[src/rtl/ssu_pkg.sv]
package ssu_pkg;
  typedef enum logic [1:0] {
    MODE_OFF = 2'd0,
    MODE_3W  = 2'd1,
    MODE_2W  = 2'd2,
    MODE_RSV = 2'd3
  } wire_mode_e;

  typedef enum logic [1:0] {
    SRC_SW       = 2'd0,
    SRC_TIMER    = 2'd1,
    SRC_EXT_RISE = 2'd2,
    SRC_EXT_FALL = 2'd3
  } clk_src_e;
endpackage

[src/rtl/ssu_sync.sv]
module ssu_sync #(
  parameter int          W       = 1,
  parameter int          STAGES  = 2,
  parameter logic [W-1:0] RST_VAL = '0
) (
  input  logic         clk_i,
  input  logic         rst_ni,
  input  logic [W-1:0] d_i,
  output logic [W-1:0] q_o
);
  logic [W-1:0] stg [STAGES];

  always_ff @(posedge clk_i or negedge rst_ni) begin
    if (!rst_ni) begin
      for (int i = 0; i < STAGES; i++) stg[i] <= RST_VAL;
    end else begin
      stg[0] <= d_i;
      for (int i = 1; i < STAGES; i++) stg[i] <= stg[i-1];
    end
  end

  assign q_o = stg[STAGES-1];
endmodule

[src/rtl/ssu_edge_sel.sv]
module ssu_edge_sel
  import ssu_pkg::*;
(
  input  logic       clk_i,
  input  logic       rst_ni,
  input  logic       en_i,
  input  logic [1:0] src_i,
  input  logic       sw_strobe_i,
  input  logic       timer_evt_i,
  input  logic       scl_s_i,
  input  logic       phase_clr_i,
  output logic       samp_o,
  output logic       drive_o
);
  clk_src_e src;
  logic     scl_p, ph;
  logic     rise, fall, int_evt;

  assign src = clk_src_e'(src_i);

  always_comb begin
    rise    = scl_s_i & ~scl_p;
    fall    = ~scl_s_i & scl_p;
    int_evt = 1'b0;
    samp_o  = 1'b0;
    drive_o = 1'b0;
    unique case (src)
      SRC_SW:       int_evt = sw_strobe_i;
      SRC_TIMER:    int_evt = timer_evt_i;
      default:      int_evt = 1'b0;
    endcase
    unique case (src)
      SRC_SW, SRC_TIMER: begin
        samp_o  = en_i & int_evt & ~ph;
        drive_o = en_i & int_evt & ph;
      end
      SRC_EXT_RISE: begin
        samp_o  = en_i & rise;
        drive_o = en_i & fall;
      end
      default: begin
        samp_o  = en_i & fall;
        drive_o = en_i & rise;
      end
    endcase
  end

  // internal sources emulate a two-phase clock: even events sample
  always_ff @(posedge clk_i or negedge rst_ni) begin
    if (!rst_ni) begin
      scl_p <= 1'b1;
      ph    <= 1'b0;
    end else begin
      scl_p <= scl_s_i;
      if (phase_clr_i)             ph <= 1'b0;
      else if (en_i && int_evt)    ph <= ~ph;
    end
  end
endmodule

[src/rtl/ssu_shifter.sv]
module ssu_shifter #(
  parameter int DATA_W = 8
) (
  input  logic              clk_i,
  input  logic              rst_ni,
  input  logic              samp_i,
  input  logic              drive_i,
  input  logic              di_i,
  input  logic              wr_i,
  input  logic [DATA_W-1:0] wdata_i,
  output logic [DATA_W-1:0] shreg_o,
  output logic              do_o
);
  logic [DATA_W-1:0] shreg_q;
  logic              do_q;

  always_ff @(posedge clk_i or negedge rst_ni) begin
    if (!rst_ni) begin
      shreg_q <= '0;
      do_q    <= 1'b0;
    end else begin
      if (wr_i)        shreg_q <= wdata_i;
      else if (samp_i) shreg_q <= {shreg_q[DATA_W-2:0], di_i};
      // output latch moves on the edge opposite to sampling
      if (wr_i)         do_q <= wdata_i[DATA_W-1];
      else if (drive_i) do_q <= shreg_q[DATA_W-1];
    end
  end

  assign shreg_o = shreg_q;
  assign do_o    = do_q;
endmodule

[src/rtl/ssu_counter.sv]
module ssu_counter #(
  parameter int CNT_W = 4
) (
  input  logic             clk_i,
  input  logic             rst_ni,
  input  logic             evt_i,
  input  logic             wr_i,
  input  logic [CNT_W-1:0] wdata_i,
  input  logic             ovf_clr_i,
  output logic [CNT_W-1:0] cnt_o,
  output logic             ovf_o
);
  logic [CNT_W-1:0] cnt_q;
  logic             ovf_q, wrap;

  assign wrap = evt_i & ~wr_i & (cnt_q == {CNT_W{1'b1}});

  always_ff @(posedge clk_i or negedge rst_ni) begin
    if (!rst_ni) begin
      cnt_q <= '0;
      ovf_q <= 1'b0;
    end else begin
      if (wr_i)       cnt_q <= wdata_i;
      else if (evt_i) cnt_q <= cnt_q + 1'b1;
      if (wrap)           ovf_q <= 1'b1;
      else if (ovf_clr_i) ovf_q <= 1'b0;
    end
  end

  assign cnt_o = cnt_q;
  assign ovf_o = ovf_q;
endmodule

[src/rtl/ssu_cond_det.sv]
module ssu_cond_det (
  input  logic clk_i,
  input  logic rst_ni,
  input  logic en_i,
  input  logic scl_s_i,
  input  logic sda_s_i,
  input  logic start_clr_i,
  input  logic stop_clr_i,
  output logic start_o,
  output logic stop_o
);
  logic scl_p, sda_p, start_q, stop_q;
  logic scl_hi, start_set, stop_set;

  // clock must be high in both cycles so a simultaneous rise is not a condition
  assign scl_hi    = scl_s_i & scl_p;
  assign start_set = en_i & scl_hi & sda_p & ~sda_s_i;
  assign stop_set  = en_i & scl_hi & ~sda_p & sda_s_i;

  always_ff @(posedge clk_i or negedge rst_ni) begin
    if (!rst_ni) begin
      scl_p   <= 1'b1;
      sda_p   <= 1'b1;
      start_q <= 1'b0;
      stop_q  <= 1'b0;
    end else begin
      scl_p <= scl_s_i;
      sda_p <= sda_s_i;
      if (start_set)        start_q <= 1'b1;
      else if (start_clr_i) start_q <= 1'b0;
      if (stop_set)         stop_q  <= 1'b1;
      else if (stop_clr_i)  stop_q  <= 1'b0;
    end
  end

  assign start_o = start_q;
  assign stop_o  = stop_q;
endmodule

[src/rtl/serial_shift_unit.sv]
module serial_shift_unit
  import ssu_pkg::*;
#(
  parameter int DATA_W      = 8,
  parameter int SYNC_STAGES = 2,
  localparam int CNT_W      = $clog2(2 * DATA_W)
) (
  input  logic              clk_i,
  input  logic              rst_ni,
  input  logic [1:0]        mode_i,
  input  logic [1:0]        clk_src_i,
  input  logic              sw_strobe_i,
  input  logic              timer_evt_i,
  input  logic              scl_i,
  input  logic              di_i,
  input  logic              data_wr_i,
  input  logic [DATA_W-1:0] data_i,
  input  logic              cnt_wr_i,
  input  logic [CNT_W-1:0]  cnt_i,
  input  logic              ovf_clr_i,
  input  logic              start_clr_i,
  input  logic              stop_clr_i,
  output logic [DATA_W-1:0] shreg_o,
  output logic [CNT_W-1:0]  cnt_o,
  output logic              do_o,
  output logic              sda_oe_o,
  output logic              scl_oe_o,
  output logic              ovf_flag_o,
  output logic              start_flag_o,
  output logic              stop_flag_o
);
  wire_mode_e mode;
  logic       three_w, two_w, en;
  logic [1:0] pins_s;
  logic       scl_s, sda_s, samp, drive, do_q;

  assign mode    = wire_mode_e'(mode_i);
  assign three_w = (mode == MODE_3W);
  assign two_w   = (mode == MODE_2W);
  assign en      = three_w | two_w;

  ssu_sync #(.W(2), .STAGES(SYNC_STAGES), .RST_VAL(2'b11)) u_sync (
    .clk_i (clk_i),
    .rst_ni(rst_ni),
    .d_i   ({scl_i, di_i}),
    .q_o   (pins_s)
  );
  assign scl_s = pins_s[1];
  assign sda_s = pins_s[0];

  ssu_edge_sel u_edge (
    .clk_i      (clk_i),
    .rst_ni     (rst_ni),
    .en_i       (en),
    .src_i      (clk_src_i),
    .sw_strobe_i(sw_strobe_i),
    .timer_evt_i(timer_evt_i),
    .scl_s_i    (scl_s),
    .phase_clr_i(cnt_wr_i),
    .samp_o     (samp),
    .drive_o    (drive)
  );

  ssu_shifter #(.DATA_W(DATA_W)) u_shift (
    .clk_i  (clk_i),
    .rst_ni (rst_ni),
    .samp_i (samp),
    .drive_i(drive),
    .di_i   (sda_s),
    .wr_i   (data_wr_i),
    .wdata_i(data_i),
    .shreg_o(shreg_o),
    .do_o   (do_q)
  );

  ssu_counter #(.CNT_W(CNT_W)) u_cnt (
    .clk_i    (clk_i),
    .rst_ni   (rst_ni),
    .evt_i    (samp | drive),
    .wr_i     (cnt_wr_i),
    .wdata_i  (cnt_i),
    .ovf_clr_i(ovf_clr_i),
    .cnt_o    (cnt_o),
    .ovf_o    (ovf_flag_o)
  );

  ssu_cond_det u_cond (
    .clk_i      (clk_i),
    .rst_ni     (rst_ni),
    .en_i       (two_w),
    .scl_s_i    (scl_s),
    .sda_s_i    (sda_s),
    .start_clr_i(start_clr_i),
    .stop_clr_i (stop_clr_i),
    .start_o    (start_flag_o),
    .stop_o     (stop_flag_o)
  );

  assign do_o     = three_w & do_q;
  assign sda_oe_o = two_w & ~shreg_o[DATA_W-1];
  assign scl_oe_o = two_w & (start_flag_o | ovf_flag_o);
endmodule

[config.mk]
export PLATFORM = sky130hd
export DESIGN_NAME = serial_shift_unit
export DESIGN_NICKNAME = d
export VERILOG_FILES = /design/src/rtl/ssu_pkg.sv /design/src/rtl/ssu_sync.sv /design/src/rtl/ssu_edge_sel.sv /design/src/rtl/ssu_shifter.sv /design/src/rtl/ssu_counter.sv /design/src/rtl/ssu_cond_det.sv /design/src/rtl/serial_shift_unit.sv
export SDC_FILE = /design/constraint.sdc
export NUM_CORES = 1
export LEC_CHECK = 0
export ABC_AREA = 1
export BUFFER_PORTS_ARGS = -buffer_cell sky130_fd_sc_hd__buf_2
export CAP_MARGIN = 15
export CORE_MARGIN = 10
export CORE_UTILIZATION = 48
export DETAILED_ROUTE_END_ITERATION = 6
export PLACE_DENSITY = 0.86
export RECOVER_POWER = 25
export SYNTH_ARGS = -nofsm -noshare
export SYNTH_HDL_FRONTEND = slang
export SYNTH_SLANG_ARGS = --single-unit
[constraint.sdc]
create_clock -name clk_i -period 1.4 [get_ports clk_i]
set_input_delay 0.42 -clock clk_i [delete_from_list [all_inputs] [get_ports clk_i]]
set_output_delay 0.42 -clock clk_i [all_outputs]
set_load 0.005 [all_outputs]
After elaboration in Yosys (flattened, before gate mapping)

Index checks and enable logic that the tools add are counted.

Memory bits (read-only): 0
Bits in registers: 23
Memories: 0
RAM bits: 0
Output and inout port bits: 18
Latch bits: 0

Add/sub/neg operators: 1
Reduce and logical (&&, ||, !) cells: 10
Bitwise operators: 28
Multiplexer cells: 17
Shifts and indexed selects: 0
Magnitude comparators: 0
Div/mod/pow operators: 0
Eq/ne operators: 5
Multiply operators: 0

Operators with widths:

| kind                                           | number |
|---|---|
| bitwise AND 1 bit                              | 18 |
| two-way mux 8 bit                              | 2 |
| nonzero test 2 bit                             | 7 |
| two-way mux 1 bit                              | 10 |
| two-way mux 4 bit                              | 2 |
| inverter 1 bit                                 | 7 |
| one-hot mux 1 bit (2 select lines)             | 3 |
| adder 4 x 1 -> 4 bit (second input constant)   | 1 |
| == test 2 x 1 -> 1 bit (second input constant) | 2 |
| == test 2 bit (second input constant)          | 2 |
| == test 4 bit (second input constant)          | 1 |
| OR 1 bit                                       | 3 |
| zero test 2 bit                                | 1 |
| OR reduction 2 bit                             | 1 |
| logical AND 1 bit                              | 1 |

Logic depth before layout (Yosys ltp)

Depth after elaboration: 9
Depth in mapped cells: 11
Gate-level depth less buffers: 11

Hierarchy

A second synthesis with hierarchy kept.

Cell total of the unflattened synthesis: 152
Area, all modules: 1209.9 µm²

Modules (own cells, without submodules):

| module            | sequential area each (µm²) | times used | area each (µm²) | cells an instance |
|---|---|---|---|---|
| ssu_shifter       | 225.2                      | 1          | 421.7           | 49 |
| ssu_counter       | 125.1                      | 1          | 272.8           | 37 |
| ssu_edge_sel      | 51.3                       | 1          | 182.7           | 33 |
| ssu_cond_det      | 102.6                      | 1          | 147.6           | 15 |
| ssu_sync          | 105.1                      | 1          | 120.1           | 6 |
| serial_shift_unit | 0.0                        | 1          | 65.1            | 12 |

Worst setup path before layout

No wires, ideal clock.

Kind: input to register
Start: input mode_i[0]
End: register u_shift.shreg_q[4], in the netlist u_shift.shreg_o[4]
Setup time: 0.068 ns
Stages on the path: 9
Required time: 1.332 ns
Buffers on the path: 0
Data arrival time: 1.445 ns
Setup slack: -0.113 ns
Cell sequence: inv_1 ha_1 nor3_2 nand2_1 nand3_4 nand2_2 clkinv_2 nand2_1 nand3_1

Word-level cells in the longest chain between the ends: 6
Elaborated cells between the ends (all ways): 9
Those cells by class: eq/ne (2); mux (1); bitwise (5); reduce/logical (1)

RTL lines:

| element                                                 | line                                             | RTL |
|---|---|---|
| from (decl)                                             | serial_shift_unit.sv:10                          | `input logic [1:0] mode_i,` |
| == test 2 x 1 -> 1 bit or == test 2 bit (tied branches) | serial_shift_unit.sv:38, serial_shift_unit.sv:39 |  |
| OR 1 bit *                                              | serial_shift_unit.sv:40                          | `assign en = three_w \| two_w;` |
| bitwise AND 1 bit (2 in series)                         | ssu_edge_sel.sv:34                               | `samp_o = en_i & int_evt & ~ph;` |
| one-hot mux 1 bit (2 select lines) *                    | ssu_edge_sel.sv:32                               | `unique case (src)` |
| nonzero test 2 bit (no line) *                          | n/a                                              |  |
| to (signal assigned)                                    | ssu_shifter.sv:22                                | `if (wr_i) shreg_q <= wdata_i;` |
| to (signal assigned)                                    | ssu_shifter.sv:23                                | `else if (samp_i) shreg_q <= {shreg_q[DATA_W-2:0], di_i};` |
| to (decl)                                               | ssu_shifter.sv:14                                | `logic [DATA_W-1:0] shreg_q;` |

Mark *: on every way between the ends. The rest lies on a longest branch, timed or not.
A chain may end at the register's enable or synchronous reset.

Worst setup path after layout

Start: register u_cnt.ovf_q, in the netlist u_cnt.ovf_o
End: output scl_oe_o

Word-level cells in the longest chain between the ends: 2

RTL lines:

| element                | line                     | RTL |
|---|---|---|
| from (decl)            | ssu_counter.sv:14        | `logic ovf_q, wrap;` |
| from (signal assigned) | ssu_counter.sv:21        | `ovf_q <= 1'b0;` |
| from (signal assigned) | ssu_counter.sv:25        | `if (wrap) ovf_q <= 1'b1;` |
| from (signal assigned) | ssu_counter.sv:26        | `else if (ovf_clr_i) ovf_q <= 1'b0;` |
| OR 1 bit               | serial_shift_unit.sv:101 | `assign scl_oe_o = two_w & (start_flag_o \| ovf_flag_o);` |
| bitwise AND 1 bit      | serial_shift_unit.sv:101 |  |
| to (decl)              | serial_shift_unit.sv:27  | `output logic scl_oe_o,` |

Every way passes these cells.

==> flow_metrics.py <==
metrics = {
    "clocking": {
        "cts_tree": "built",
        "numCtsBuffers": 3,
        "htreeDepth": 1,
        "clock_path_buffers": 2,
        "hold_buffers": 0,
        "cts.sinks": 23,
        "clkLatencyLatePin_ns": 0.32,
        "path_clk_slew_ns": 0.13,
        "cts_root_buf": "clkbuf_4",
    },
    "floorplan": {
        "ioPinCount": 45,
        "start_util_pct": 52.23,
        "die_y_um": 69.76,
        "dieArea_mm2": 0.004866,
        "core_mm2": 0.002276,
        "die_w_um": 69.76,
        "rows": 17,
    },
    "sta": {
        "setup_slack_ns": -0.02748,
        "finalMaxSlewViolations": 0,
        "whs_ns": 0.1794,
        "finalCritPeriodShare_pct": 102.0,
        "rsz0062_at_grt": "true",
        "finalHoldViolCount": 0,
        "tightest_slew_ns": 1.183,
        "skew_ns": 0.003487,
        "period_needed_ns": 1.427,
        "finalSetupTns_ns": -0.07499,
        "slew_headroom_pct": 21.12,
        "finalSetupViolations": 4,
        "fmax_mhz": 700.5,
    },
    "global_routing": {
        "grt_start_max_net_pins": 24,
        "grt-ovfl-total": 0,
        "grt_pass1_wl_mm": 5.064,
        "grtUsageTotal_pct": 11.91,
        "grt_pass1_vias": 1203,
        "antenna_found_initial": 0,
    },
    "synth": {
        "yosysUniqueCellTypes": 23,
        "synth_edf_count": 0,
        "async_flop_share_pct": 100.0,
        "synth_area_leaders": "dfrtp_1, nand2_1, dfstp_2, nand3_1, inv_1",
        "seq_area_frac_synth_pct": 49.05,
        "synth_nets": 181,
        "synth_ff_type": "dfrtp_1",
        "synthCells": 151,
        "yosys_register_bits": 23,
        "yosysTopAreaCell": "dfrtp_1",
        "synth_most_common_cell": "nand2_1",
        "yosysWarnings": 0,
        "synth_area_mm2": 0.001189,
        "synthTopCellsByCount": "nand2_1, nand3_1, inv_1",
        "synth.avg_cell_area_um2": 7.872,
        "netlist.area_leader.share_pct": 35.79,
    },
    "setup_path": {
        "crit_chain": "nor2_1 -> nor2_1 -> buf_2",
        "cp_slowest_stage_delay_ns": 0.42,
        "crit_arrival_ns": 1.01,
        "crit_start": "u_cnt.ovf_o",
        "reg2regPathDepth": 7,
        "critPathCaptureType": "output pin",
        "crit_cells": 3,
        "start_kind": "register",
        "worstReg2RegStart": "u_sync.q_o[1]",
        "cpMostUsedCell": "nor2_1",
        "cp_top_family": "flip-flops",
        "crit_fanout": 3,
        "critPathRequiredTime_ns": 0.98,
        "criticalPathCategory": "reg2out",
        "cpMaxStageDelayCell": "dfrtp_1",
        "path_buf_inv": 1,
    },
    "layout": {
        "syn_to_final_growth_pct": 37.26,
        "diodes": 0,
        "finalInstanceArea_mm2": 0.001632,
        "nNetsFinal": 237,
        "drive_gt1_share_pct": 41.26,
    },
    "hold_path": {
        "hold_depth": 1,
        "hold_start": "di_i",
        "min_path_type": "in2reg",
    },
    "power_and_ir_drop": {
        "leakage_nw": 0.8860,
        "powerDensity_mw_per_mm2": 941.4,
        "ir_worst_vdd_mv": 0.7505,
    },
    "route": {
        "ant_nets": 0,
        "wl_per_cell_um": 13.17,
        "post_drt_via_cell_ratio": 5.043,
        "dr.pass1.iters": 4,
        "vias": 1180,
        "drt_iter0_markers": 55,
        "drt_wl_total_mm": 3.081,
        "drc_errors": 0,
    },
    "outcome": {
        "violations": "setup timing",
        "status": "finished, violations left",
    },
    "placement": {
        "dp_hpwl_mm": 2.355,
        "place.port_buffers": 44,
        "place.gp.congestion": 0.7880,
        "detailed_place.area_mm2": 0.001485,
        "place_ws_ns": -0.2626,
    },
    "job": {
        "cap_viol_max_count": 0,
    },
}
## kinds of logic after synthesis
kind of cell,Yosys count,synth area share (%)
AO/OA/AOI/OAI,6,2.526
flip-flops,23,49.05
buffers and inverters,22,7.157
AND/OR/NAND/NOR,95,36.63
XOR/XNOR,2,1.474
adder cells (fa/ha/maj),3,3.158
## registers in the layout, summed over array words and instances, names as in the netlist, 2 cells and up
| register | count |
|---|---|
| u_cnt.cnt_o | 4 |
| u_shift.shreg_o | 8 |
| u_sync.q_o | 2 |
| u_sync.stg | 2 |
## power breakdown
group,switching [W],internal (W)
Combinational,0.000215,0.000188
Sequential,0.0000691,0.000744
Clock,0.000211,0.000109
## routing by layer
layer	vias up	routed length, um	GRT usage, %
met5	-	0	0
met4	0	15	1.957
met3	5	221	5.421
met2	37	1542	20.68
met1	555	1301	13.10
li1	583	-	-
## area by class of cell
class	instances	area, um^2
Timing Repair Buffer	52	302.8
Tap cell	28	35.03
Sequential cell	23	583.1
Multi-Input combinational cell	106	591.8
Inverter	21	88.84
Fill cell	181	644.4
Clock buffer	3	22.52
Clock inverter	1	7.507
## stage by stage
step / utilization, % / std cells / total power [W]
floorplan: - / 151 / 0.001010
global placement: 65.26 / 225 / 0.001165
detailed placement: 65.26 / 225 / 0.001185
CTS: 69.76 / 232 / 0.001526
global route: 71.69 / 234 / 0.001638
finish: 71.69 / 234 / 0.001536
## worst paths after layout
check / slack, ns / to
setup / recovery: -0.03 / scl_oe_o
hold / removal: 0.18 / u_sync.stg[2]
max in group asynchronous: 0.40 / u_cnt.ovf_o
setup reg to reg: -0.02 / u_cnt.ovf_o
hold reg to reg: 0.37 / u_sync.q_o[1]
min in group asynchronous: 0.30 / u_shift.shreg_o[4]
## what timing repair did
item / in CTS / in global routing
endpoints found under the setup margin: 16 / 16
gates resized for setup: 12 / 12
buffers inserted: 3 / 2
pin swaps: 22 / 8
## layout by cell type (no fill, tap or decap), drive strengths merged
| cell type | count |
|---|---|
| nand4 | 2 |
| inv | 21 |
| o21ai | 5 |
| a21oi | 1 |
| xor2 | 1 |
| nand2 | 55 |
| buf | 51 |
| ha | 3 |
| nor3 | 1 |
| clkbuf | 4 |
| or2 | 1 |
| nor2 | 11 |
| and3 | 1 |
| clkinvlp | 1 |
| dfrtp | 17 |
| xnor2 | 1 |
| nand3 | 24 |
| dfstp | 6 |
Power figures use the tool's default switching activity.
